**src/rtl/nvs_pkg.sv**
```systemverilog
package nvs_pkg;

    typedef enum logic [2:0] {
        ST_OFF,
        ST_IDLE,
        ST_SSETUP,
        ST_SCOPY,
        ST_RSETUP,
        ST_RCLEAR,
        ST_RCOPY
    } nvs_state_e;

    typedef enum logic [1:0] {
        OP_NONE,
        OP_SAVE,
        OP_WIPE,
        OP_LOAD
    } nvs_op_e;

    localparam logic [14:0] CMD_SAVE_LAST = 15'h0FC0;
    localparam logic [14:0] CMD_LOAD_LAST = 15'h0C63;

    // Shared prefix of both command sequences, steps 0..4.
    function automatic logic [14:0] cmd_addr(input logic [2:0] step);
        logic [14:0] a;
        unique case (step)
            3'd0:    a = 15'h0E38;
            3'd1:    a = 15'h31C7;
            3'd2:    a = 15'h03E0;
            3'd3:    a = 15'h3C1F;
            3'd4:    a = 15'h303F;
            default: a = 15'h7FFF;
        endcase
        return a;
    endfunction

endpackage

```
**src/rtl/nvs_cmd_detect.sv**
```systemverilog
module nvs_cmd_detect
    import nvs_pkg::*;
#(
    parameter int ADDR_W = 15
) (
    input  logic              clk,
    input  logic              rst_n,
    input  logic              enable,
    input  logic              acc,
    input  logic              rd,
    input  logic [ADDR_W-1:0] addr,
    output logic              save_hit,
    output logic              load_hit
);

    localparam logic [2:0] LAST_STEP = 3'd5;

    logic [2:0] step_q, step_d;
    logic       first_m, next_m, save_m, load_m;

    always_comb begin
        first_m  = (addr == ADDR_W'(cmd_addr(3'd0)));
        next_m   = (addr == ADDR_W'(cmd_addr(step_q)));
        save_m   = (step_q == LAST_STEP) && (addr == ADDR_W'(CMD_SAVE_LAST));
        load_m   = (step_q == LAST_STEP) && (addr == ADDR_W'(CMD_LOAD_LAST));
        save_hit = enable && rd && save_m;
        load_hit = enable && rd && load_m;
        step_d   = step_q;
        if (!enable) begin
            step_d = 3'd0;
        end else if (acc) begin
            if (!rd) begin
                step_d = 3'd0;
            end else if (step_q == LAST_STEP) begin
                step_d = first_m ? 3'd1 : 3'd0;
            end else if (next_m) begin
                step_d = step_q + 3'd1;
            end else if (first_m) begin
                step_d = 3'd1;
            end else begin
                step_d = 3'd0;
            end
        end
    end

    always_ff @(posedge clk or negedge rst_n) begin
        if (!rst_n) step_q <= 3'd0;
        else        step_q <= step_d;
    end

    a_r4_write_aborts: assert property (@(posedge clk) disable iff (!rst_n)
        (enable && acc && !rd) |=> (step_q == 3'd0));

    a_r4_step_bounded: assert property (@(posedge clk) disable iff (!rst_n)
        step_q <= LAST_STEP);

    a_r4_disabled_clears: assert property (@(posedge clk) disable iff (!rst_n)
        !enable |=> (step_q == 3'd0));

endmodule

```
**src/rtl/nvs_ctrl_fsm.sv**
```systemverilog
module nvs_ctrl_fsm
    import nvs_pkg::*;
#(
    parameter int DEPTH = 256,
    parameter int OVH   = 4
) (
    input  logic                     clk,
    input  logic                     rst_n,
    input  logic                     pwr_good,
    input  logic                     hsb_in,
    input  logic                     save_req,
    input  logic                     load_req,
    input  logic                     wr_accept,
    output nvs_state_e               state_q,
    output logic                     busy,
    output logic                     hsb_drive_low,
    output nvs_op_e                  op,
    output logic [$clog2(DEPTH)-1:0] xidx
);

    localparam int IDX_W = $clog2(DEPTH);
    localparam int SPAN  = (DEPTH > OVH) ? DEPTH : OVH;
    localparam int CNT_W = $clog2(SPAN) + 1;
    localparam logic [CNT_W-1:0] OVH_END = CNT_W'(OVH - 1);
    localparam logic [CNT_W-1:0] ARR_END = CNT_W'(DEPTH - 1);

    nvs_state_e       state_d;
    logic [CNT_W-1:0] cnt_q;
    logic             dirty_q, dirty_d;
    logic             start_xfer;

    // Next-state logic
    always_comb begin
        state_d = state_q;
        unique case (state_q)
            ST_OFF:    if (pwr_good) state_d = ST_RSETUP;
            ST_IDLE: begin
                if (!pwr_good)                state_d = dirty_q ? ST_SSETUP : ST_OFF;
                else if (!hsb_in)             state_d = ST_SSETUP;
                else if (save_req && dirty_q) state_d = ST_SSETUP;
                else if (load_req)            state_d = ST_RSETUP;
            end
            ST_SSETUP: if (cnt_q == OVH_END) state_d = ST_SCOPY;
            ST_SCOPY:  if (cnt_q == ARR_END) state_d = pwr_good ? ST_IDLE : ST_OFF;
            ST_RSETUP: if (cnt_q == OVH_END) state_d = ST_RCLEAR;
            ST_RCLEAR: if (cnt_q == ARR_END) state_d = ST_RCOPY;
            ST_RCOPY:  if (cnt_q == ARR_END) state_d = pwr_good ? ST_IDLE : ST_OFF;
            default:   state_d = ST_OFF;
        endcase
        start_xfer = (state_d == ST_SSETUP || state_d == ST_RSETUP) &&
                     (state_q == ST_IDLE || state_q == ST_OFF);
        dirty_d = dirty_q;
        if (start_xfer)     dirty_d = 1'b0;
        else if (wr_accept) dirty_d = 1'b1;
    end

    // State register
    always_ff @(posedge clk or negedge rst_n) begin
        if (!rst_n) begin
            state_q <= ST_OFF;
            cnt_q   <= '0;
            dirty_q <= 1'b0;
        end else begin
            state_q <= state_d;
            cnt_q   <= (state_d != state_q) ? '0 : cnt_q + 1'b1;
            dirty_q <= dirty_d;
        end
    end

    // Outputs
    always_comb begin
        busy          = (state_q != ST_IDLE);
        hsb_drive_low = busy;
        xidx          = cnt_q[IDX_W-1:0];
        unique case (state_q)
            ST_SCOPY:  op = OP_SAVE;
            ST_RCLEAR: op = OP_WIPE;
            ST_RCOPY:  op = OP_LOAD;
            default:   op = OP_NONE;
        endcase
    end

    a_r10_off_until_power: assert property (@(posedge clk) disable iff (!rst_n)
        (state_q == ST_OFF && !pwr_good) |=> (state_q == ST_OFF));

    a_r10_power_loss_leaves_idle: assert property (@(posedge clk) disable iff (!rst_n)
        (state_q == ST_IDLE && !pwr_good) |=> (state_q != ST_IDLE));

    a_r7_wipe_before_load: assert property (@(posedge clk) disable iff (!rst_n)
        (state_q == ST_RCOPY) |-> ($past(state_q) == ST_RCLEAR || $past(state_q) == ST_RCOPY));

    a_r9_clean_save_skipped: assert property (@(posedge clk) disable iff (!rst_n)
        (state_q == ST_IDLE && pwr_good && hsb_in && save_req && !dirty_q) |=> (state_q == ST_IDLE));

    a_r8_line_starts_save: assert property (@(posedge clk) disable iff (!rst_n)
        (state_q == ST_IDLE && pwr_good && !hsb_in) |=> (state_q == ST_SSETUP));

endmodule

```
**src/rtl/nvs_arrays.sv**
```systemverilog
module nvs_arrays
    import nvs_pkg::*;
#(
    parameter int DEPTH = 256
) (
    input  logic                     clk,
    input  logic                     rst_n,
    input  logic                     host_we,
    input  logic                     host_re,
    input  logic                     oe,
    input  logic [$clog2(DEPTH)-1:0] idx,
    input  logic [7:0]               din,
    input  nvs_op_e                  op,
    input  logic [$clog2(DEPTH)-1:0] xidx,
    output logic [7:0]               dout,
    output logic                     dout_en
);

    logic [7:0] sram   [DEPTH];
    logic [7:0] shadow [DEPTH];

    // Working array: host writes, wipe and reload phases
    always_ff @(posedge clk) begin
        if (host_we) begin
            sram[idx] <= din;
        end else begin
            unique case (op)
                OP_WIPE: sram[xidx] <= 8'h00;
                OP_LOAD: sram[xidx] <= shadow[xidx];
                default: ;
            endcase
        end
    end

    // Shadow array: written only by the save phase
    always_ff @(posedge clk) begin
        if (op == OP_SAVE) shadow[xidx] <= sram[xidx];
    end

    always_ff @(posedge clk or negedge rst_n) begin
        if (!rst_n) begin
            dout    <= 8'h00;
            dout_en <= 1'b0;
        end else if (host_re) begin
            dout    <= sram[idx];
            dout_en <= oe;
        end else begin
            dout    <= 8'h00;
            dout_en <= 1'b0;
        end
    end

    a_r5_no_host_write_in_xfer: assert property (@(posedge clk) disable iff (!rst_n)
        (op != OP_NONE) |-> !host_we);

    a_r5_no_data_in_xfer: assert property (@(posedge clk) disable iff (!rst_n)
        (op != OP_NONE) |=> !dout_en);

endmodule

```
**src/rtl/nvsram_ctl.sv**
```systemverilog
module nvsram_ctl
    import nvs_pkg::*;
#(
    parameter int ADDR_W = 15,
    parameter int DEPTH  = 256,
    parameter int OVH    = 4
) (
    input  logic              clk,
    input  logic              rst_n,
    input  logic [ADDR_W-1:0] addr,
    input  logic [7:0]        din,
    output logic [7:0]        dout,
    output logic              dout_en,
    input  logic              ce_n,
    input  logic              oe_n,
    input  logic              we_n,
    input  logic              hsb_in,
    output logic              hsb_drive_low,
    input  logic              pwr_good,
    output logic              busy
);

    localparam int IDX_W = $clog2(DEPTH);

    nvs_state_e       state;
    nvs_op_e          op;
    logic [IDX_W-1:0] xidx;
    logic             host_ok, acc, wr, rd, save_hit, load_hit;

    assign host_ok = (state == ST_IDLE) && pwr_good && hsb_in;
    assign acc     = host_ok && !ce_n;
    assign wr      = acc && !we_n;
    assign rd      = acc && we_n;

    nvs_cmd_detect #(.ADDR_W(ADDR_W)) u_det (
        .clk      (clk),
        .rst_n    (rst_n),
        .enable   (host_ok),
        .acc      (acc),
        .rd       (rd),
        .addr     (addr),
        .save_hit (save_hit),
        .load_hit (load_hit)
    );

    nvs_ctrl_fsm #(.DEPTH(DEPTH), .OVH(OVH)) u_fsm (
        .clk           (clk),
        .rst_n         (rst_n),
        .pwr_good      (pwr_good),
        .hsb_in        (hsb_in),
        .save_req      (save_hit),
        .load_req      (load_hit),
        .wr_accept     (wr),
        .state_q       (state),
        .busy          (busy),
        .hsb_drive_low (hsb_drive_low),
        .op            (op),
        .xidx          (xidx)
    );

    nvs_arrays #(.DEPTH(DEPTH)) u_mem (
        .clk     (clk),
        .rst_n   (rst_n),
        .host_we (wr),
        .host_re (rd),
        .oe      (!oe_n),
        .idx     (addr[IDX_W-1:0]),
        .din     (din),
        .op      (op),
        .xidx    (xidx),
        .dout    (dout),
        .dout_en (dout_en)
    );

    a_r11_no_access_on_event: assert property (@(posedge clk) disable iff (!rst_n)
        (!pwr_good || !hsb_in) |=> !dout_en);

    a_r5_busy_pulls_line: assert property (@(posedge clk) disable iff (!rst_n)
        busy |-> !hsb_in);

endmodule

```
**config.mk**
```make
export PLATFORM = sky130hd
export DESIGN_NAME = nvsram_ctl
export DESIGN_NICKNAME = d
export VERILOG_FILES = /design/src/rtl/nvs_pkg.sv /design/src/rtl/nvs_cmd_detect.sv /design/src/rtl/nvs_ctrl_fsm.sv /design/src/rtl/nvs_arrays.sv /design/src/rtl/nvsram_ctl.sv
export SDC_FILE = /design/constraint.sdc
export NUM_CORES = 2
export LEC_CHECK = 0
export ABC_AREA = 0
export CAP_MARGIN = 0
export CORE_ASPECT_RATIO = 0.9
export CORE_MARGIN = 8
export CORE_UTILIZATION = 61
export DETAILED_ROUTE_END_ITERATION = 16
export DONT_BUFFER_PORTS = 1
export PLACE_DENSITY = 0.77
export SLEW_MARGIN = 20
export SYNTH_ARGS = -nofsm -noshare
export SYNTH_HDL_FRONTEND = slang
export SYNTH_HIERARCHICAL = 1
export SYNTH_SLANG_ARGS = --single-unit
export TNS_END_PERCENT = 100
```
**constraint.sdc**
```tcl
create_clock -name clk -period 34.7 [get_ports clk]
set_input_delay 1.735 -clock clk [delete_from_list [all_inputs] [get_ports clk]]
set_output_delay 1.735 -clock clk [all_outputs]
set_load 0.005 [all_outputs]
```
# Word-level counts from Yosys, hierarchy flattened
# Memory sizes are Yosys's and may differ from the RTL's.
# Cells that the tools add are included.
# op_classes
bitwise_logic,1
n_div,0
n_reduce_logical,22
n_addsub,2
muxes,39
n_lt_le_gt_ge,0
n_eq_ne,25
n_mul,0
n_shift,0
# op_table
op,count
15-bit one-hot mux with 5 select lines,1
15-bit by 12-bit equality test with 1-bit output (second input constant),3
3-bit two-way mux,14
8-bit two-way mux,4
3-bit equality test (second input constant),6
3-bit one-hot mux with 6 select lines,1
1-bit two-way mux,16
15-bit equality test,1
3-bit by 2-bit equality test with 1-bit output (second input constant),5
1-bit logical AND,12
9-bit by 1-bit adder with 9-bit output (second input constant),1
9-bit by 2-bit equality test with 1-bit output (second input constant),1
9-bit by 8-bit equality test with 1-bit output (second input constant),1
9-bit two-way mux,1
8-bit OR reduction,1
3-bit by 1-bit equality test with 1-bit output (second input constant),2
3-bit zero test,2
2-bit one-hot mux with 3 select lines,1
2-bit equality test (second input constant),2
3-bit by 1-bit adder with 3-bit output (second input constant),1
1-bit zero test,3
3-bit by 1-bit inequality test with 1-bit output (second input constant),1
3-bit inequality test,1
2-bit by 1-bit equality test with 1-bit output (second input constant),1
other kinds (6),7
# totals
word_cells,97
latchBits,0
ff_bits,25
ram_bits,4096
input_bits,30
mem_count,2
mem_bits_ro,0
output_inout_bits,11
# mem_list
name,words,width,read_ports,rd_clocked_by_memory_dff,write_ports,line_no,rtl
u_mem.shadow,256,8,1,0,1,nvs_arrays.sv:20,logic [7:0] shadow [DEPTH];
u_mem.sram,256,8,2,0,1,nvs_arrays.sv:19,logic [7:0] sram [DEPTH];

# Depth between registers and ports, before layout
# logic_depth
depth_word,16
depth_mapped,15
mapped_depth_nobuf,11

# Modules after synthesis
# Netlist, hierarchy kept.
# modules_own_cells
module,seq_area_each_um2,area_per_inst_um2,cells_per_inst,n_inst
nvs_arrays,123223.2,174763.9,7880,1
nvs_ctrl_fsm,325.3,944.7,102,1
nvs_cmd_detect,75.1,611.8,86,1
nvsram_ctl,0.0,43.8,8,1

# Worst setup path after synthesis
# OpenSTA, ideal clock, no wires.
# synth_path
path_type,input to register
startpoint,input ce_n
endpoint,memory u_mem.sram[0][4] (data pin)
setup_time_ns,2.247
cell_stages,7
required_time_ns,32.453
arrival_time_ns,13.676
n_path_buf,2
slack_ns,18.777
path_cell_list,nor4_1 -> nand2b_1 -> clkbuf_1 -> buf_1 -> nand2_1 -> nor4bb_1 -> a211oi_1
# synth_between
elab_chain_len,8
word_cells_on_any_way,11
classes_between,6 x mux; 1 x bitwise; 4 x reduce/logical
# synth_rtl
element,line_no,rtl
"start, declared",nvsram_ctl.sv:14,"input logic ce_n,"
1-bit zero test (*),nvsram_ctl.sv:31,assign acc = host_ok && !ce_n;
1-bit logical AND (*),nvsram_ctl.sv:31,
1-bit logical AND (*),nvsram_ctl.sv:32,assign wr = acc && !we_n;
1-bit two-way mux,nvs_arrays.sv:24,if (host_we) begin
"1-bit two-way mux, on equally long branches","nvs_arrays.sv:28, nvs_arrays.sv:29",
1-bit OR (no line),--,
8-bit OR reduction (no line),--,
8-bit two-way mux (no line) (*),--,
"end, declared",nvs_arrays.sv:19,
# Every way passes the cells marked *; elsewhere a longest branch is shown, timed or not.

# Final worst setup path
# layout_path
startpoint,register u_fsm.cnt_q[0]
endpoint,memory u_mem.shadow[105][1] (data pin)
# layout_between
elab_chain_len,1
# layout_rtl
element,line_no,rtl
"start, declared",nvs_ctrl_fsm.sv:28,logic [CNT_W-1:0] cnt_q;
"start signal, assigned",nvs_ctrl_fsm.sv:65,cnt_q <= (state_d != state_q) ? '0 : cnt_q + 1'b1;
memory read 256 x 8 bit,--,
"end, declared",nvs_arrays.sv:20,
# No other way between the ends.

==> key figures <==
Run status
  • Run status: complete, no violations

Synthesis
  • Number of synthesized flops with an enable pin: 4096
  • Yosys reg bits: 4121
  • Syn_nets: 8113
  • Synth Warn #: 6
  • Cell variety after synth: 81
  • Sequential area share after synthesis: 0.701
  • Fraction of registers with async set/reset: 0.00607
  • Post-Synthesis Cells: 8076
  • Synth Flop Type: edfxtp_1
  • Post-Syn Area: 176000 um2
  • Avg Inst Size Synth: 21.8 um2

Critical path
  • Setup Crit Path Kind: reg2reg
  • Reg2reg setup slack: 26.41 ns
  • WP data arrival: 8.79 ns
  • Worst Setup SP: u_fsm/cnt_q[0]
  • Crit Reg-Reg Startpoint: u_fsm/cnt_q[0]
  • Startpoint types: flip-flop
  • WP data required: 35.20 ns
  • Kind of end point of the critical path: flip-flop
  • Critical path fanouts, max: 104

Floorplan
  • Full die area: 307000 um2
  • Core ar.: 288000 um2
  • DIE WIDTH: 583 um
  • Initial core utilization: 0.612
  • # IOs: 41
  • DIE HEIGHT: 526 um
  • Num rows: 187

Clock tree
  • Clock Latency Late Sink: 1.02 ns
  • CTS buffer count: 396
  • CTS resizes: 0
  • Sink Count: 4121
  • Hold buffers post-CTS: 0
  • Clock Pin Slew Worst Setup and Hold Paths: 0.07 ns
  • H-tree levels: 5
  • Root Driver: clkbuf_16
  • Setup Buffers After CTS: 0
  • CTS tree: built
  • Max Root-Sink Buffers: 4

Routing
  • Met3 routed WL: 86800 um
  • Pre-antenna DRT Iters: 12
  • DR top layer: met5
  • Drt via density: 7.74
  • Final WL: 506000 um
  • Drt wl/cell: 41.0 um
  • Met1 wire length: 168000 um
  • 1st-iter DRT viols: 17400
  • Wire length on met2: 224000 um
  • DRC: 0
  • Final ANT Viol Nets: 0
  • Vias after detailed routing: 95500

Timing
  • Setup TNS: 0 ns
  • Setup violators final: 0
  • RSZ-0062 raised after global routing: no
  • WHS: 0.482 ns
  • Fmax: 121 MHz
  • Worst-margin pin slew: 1.36 ns
  • Final hold violations: 0
  • Tmin final: 8.29 ns
  • Slew headroom: 0.0901
  • Crit share post-route: 0.239
  • Final Max Slew Viols: 0
  • Setup Skew: 0.118 ns

Global route
  • Vias in the first global route: 93900
  • Gr usage total: 0.324
  • First-pass GRT wire length: 706000 um
  • Initial antenna violation count: 32
  • GRT overflow: 0
  • Largest net degree at the start of global routing: 520

Cells and area
  • Post-route cell area: 194000 um2
  • Layout cell share with drive strength beyond 1: 0.329
  • Final #Nets: 8134
  • Most frequent cells in the layout: edfxtp_1, mux4_2, nor2_1
  • Commonest non-fill, non-tap cell in the layout: edfxtp_1
  • P&R area growth vs syn: 9.96%

Power and ir drop
  • Pwr Density: 51.4 nW/um2
  • Static Leakage: 58.7 nW
  • Max IR drop VDD: 0.0430 mV

Run
  • MaxCap Viol Count: 0

Placed design
  • Instance area after placement: 181000 um2
  • Port buffer count: 0
  • Placer Congestion: 0.914
  • Post-detail-place hpwl: 292000 um

Worst hold path
  • Worst Hold Class: in2async
[flip-flops by register name (all words and copies together), names as in the netlist]
name	cells
u_mem/shadow	2048
u_mem/sram	2048
u_fsm/cnt_q	9
u_mem/dout	8
u_det/step_q	3
u_fsm/state_q	3
u_fsm/dirty_q	1
u_mem/dout_en	1
[metrics by stage]
| step | cells | utilization | total power (W) | setup WS, ns |
|---|---|---|---|---|
| 3_3_place_gp | 11600 | 0.626 | 0.00570 | 26.36 |
| 5_1_grt | 12300 | 0.673 | 0.0102 | 25.86 |
| 2_1_floorplan | 8076 | - | 0.00570 | 18.78 |
| 4_1_cts | 12300 | 0.672 | 0.00997 | 26.20 |
| 6_report | 12300 | 0.673 | 0.00996 | 26.41 |
| 3_5_place_dp | 11600 | 0.627 | 0.00572 | 26.22 |
[kinds of logic (layout without fill, tap and decap cells)]
group                      count (synthesis)  count (layout)  share of synthesized area
AOI/OAI and AO/OA                        425             425                     0.0173
xor gates and xnor gates                  11              11                   0.000546
adders and majority gates                  7               7                   0.000497
buffers and inverters                    607             967                     0.0167
DFF                                     4121            4121                      0.701
muxes                                   1957            1957                      0.240
other                                      0              26                          0
and+or+nand+nor                          948             948                     0.0236
[layer usage]
layer / vias up / GRT usage
met5: - / 0.000618
met4: 26 / 0.142
met2: 8851 / 0.463
met1: 50000 / 0.444
met3: 1547 / 0.137
li1: 35100 / -
[worst max-delay path, cell delays in order (launching register included)]
cell and delay (ns):
dfrtp_4 0.95, buf_4 0.78, buf_4 0.85, buf_4 0.70, buf_4 0.83, mux4_2 0.61
mux4_2 0.48, mux4_2 0.60, a211o_4 0.64, buf_4 0.49, buf_4 0.56
[worst paths after layout]
check                                            end  depth (start not counted)
worst max register to register  u_mem/shadow[105][1]                         10
worst min-delay path                 u_det/step_q[0]                          0
min in group clk                     u_det/step_q[1]                          2
worst max-delay path            u_mem/shadow[105][1]                         10
worst min register to register       u_det/step_q[1]                          2
max in group asynchronous              u_mem/dout[7]                          0
[Yosys cell counts, types with 11 or more instances]
| cell type | instances | area share |
|---|---|---|
| nor4_1 | 13 | 0.00046 |
| nand3_1 | 46 | 0.0013 |
| o21ai_0 | 49 | 0.0014 |
| nor3_1 | 44 | 0.0012 |
| edfxtp_1 | 4096 | 0.70 |
| o22ai_1 | 35 | 0.0012 |
| o211ai_1 | 15 | 0.00064 |
| a22oi_1 | 117 | 0.0050 |
| inv_1 | 18 | 0.00038 |
| clkbuf_1 | 302 | 0.0064 |
| a31oi_1 | 14 | 0.00050 |
| buf_2 | 129 | 0.0037 |
| mux4_2 | 1820 | 0.23 |
| a221oi_1 | 17 | 0.00084 |
| nor2b_1 | 21 | 0.00074 |
| buf_4 | 77 | 0.0033 |
| buf_6 | 29 | 0.0019 |
| a22o_1 | 45 | 0.0022 |
| a21oi_1 | 54 | 0.0015 |
| nand2b_1 | 12 | 0.00043 |
| mux2_2 | 24 | 0.0015 |
| nand2_1 | 130 | 0.0028 |
| dfrtp_1 | 25 | 0.0035 |
| and2_1 | 11 | 0.00039 |
| nor2_1 | 586 | 0.012 |
| or4_1 | 12 | 0.00051 |
| buf_1 | 50 | 0.0011 |
| mux2i_1 | 113 | 0.0064 |
[final cells by class]
cell class	instances	area, um2
Sequential cell	4121	124000
Multi-Input combinational cell	3348	50300
Fill cell	17000	94100
Antenna cell	26	65.1
Tap cell	3874	4850
Inverter	20	75.1
Timing Repair Buffer	210	2090
Clock inverter	259	2640
Clock buffer	478	10300
[power by group]
part           leakage (nW)  internal, W  switching, W  total, W
logic                  15.3    0.0000871      0.000119  0.000206
registers              37.2      0.00543  0.0000000355   0.00543
clock network          6.28      0.00242       0.00191   0.00433
No activity file was read; power rests on OpenSTA's default activity.
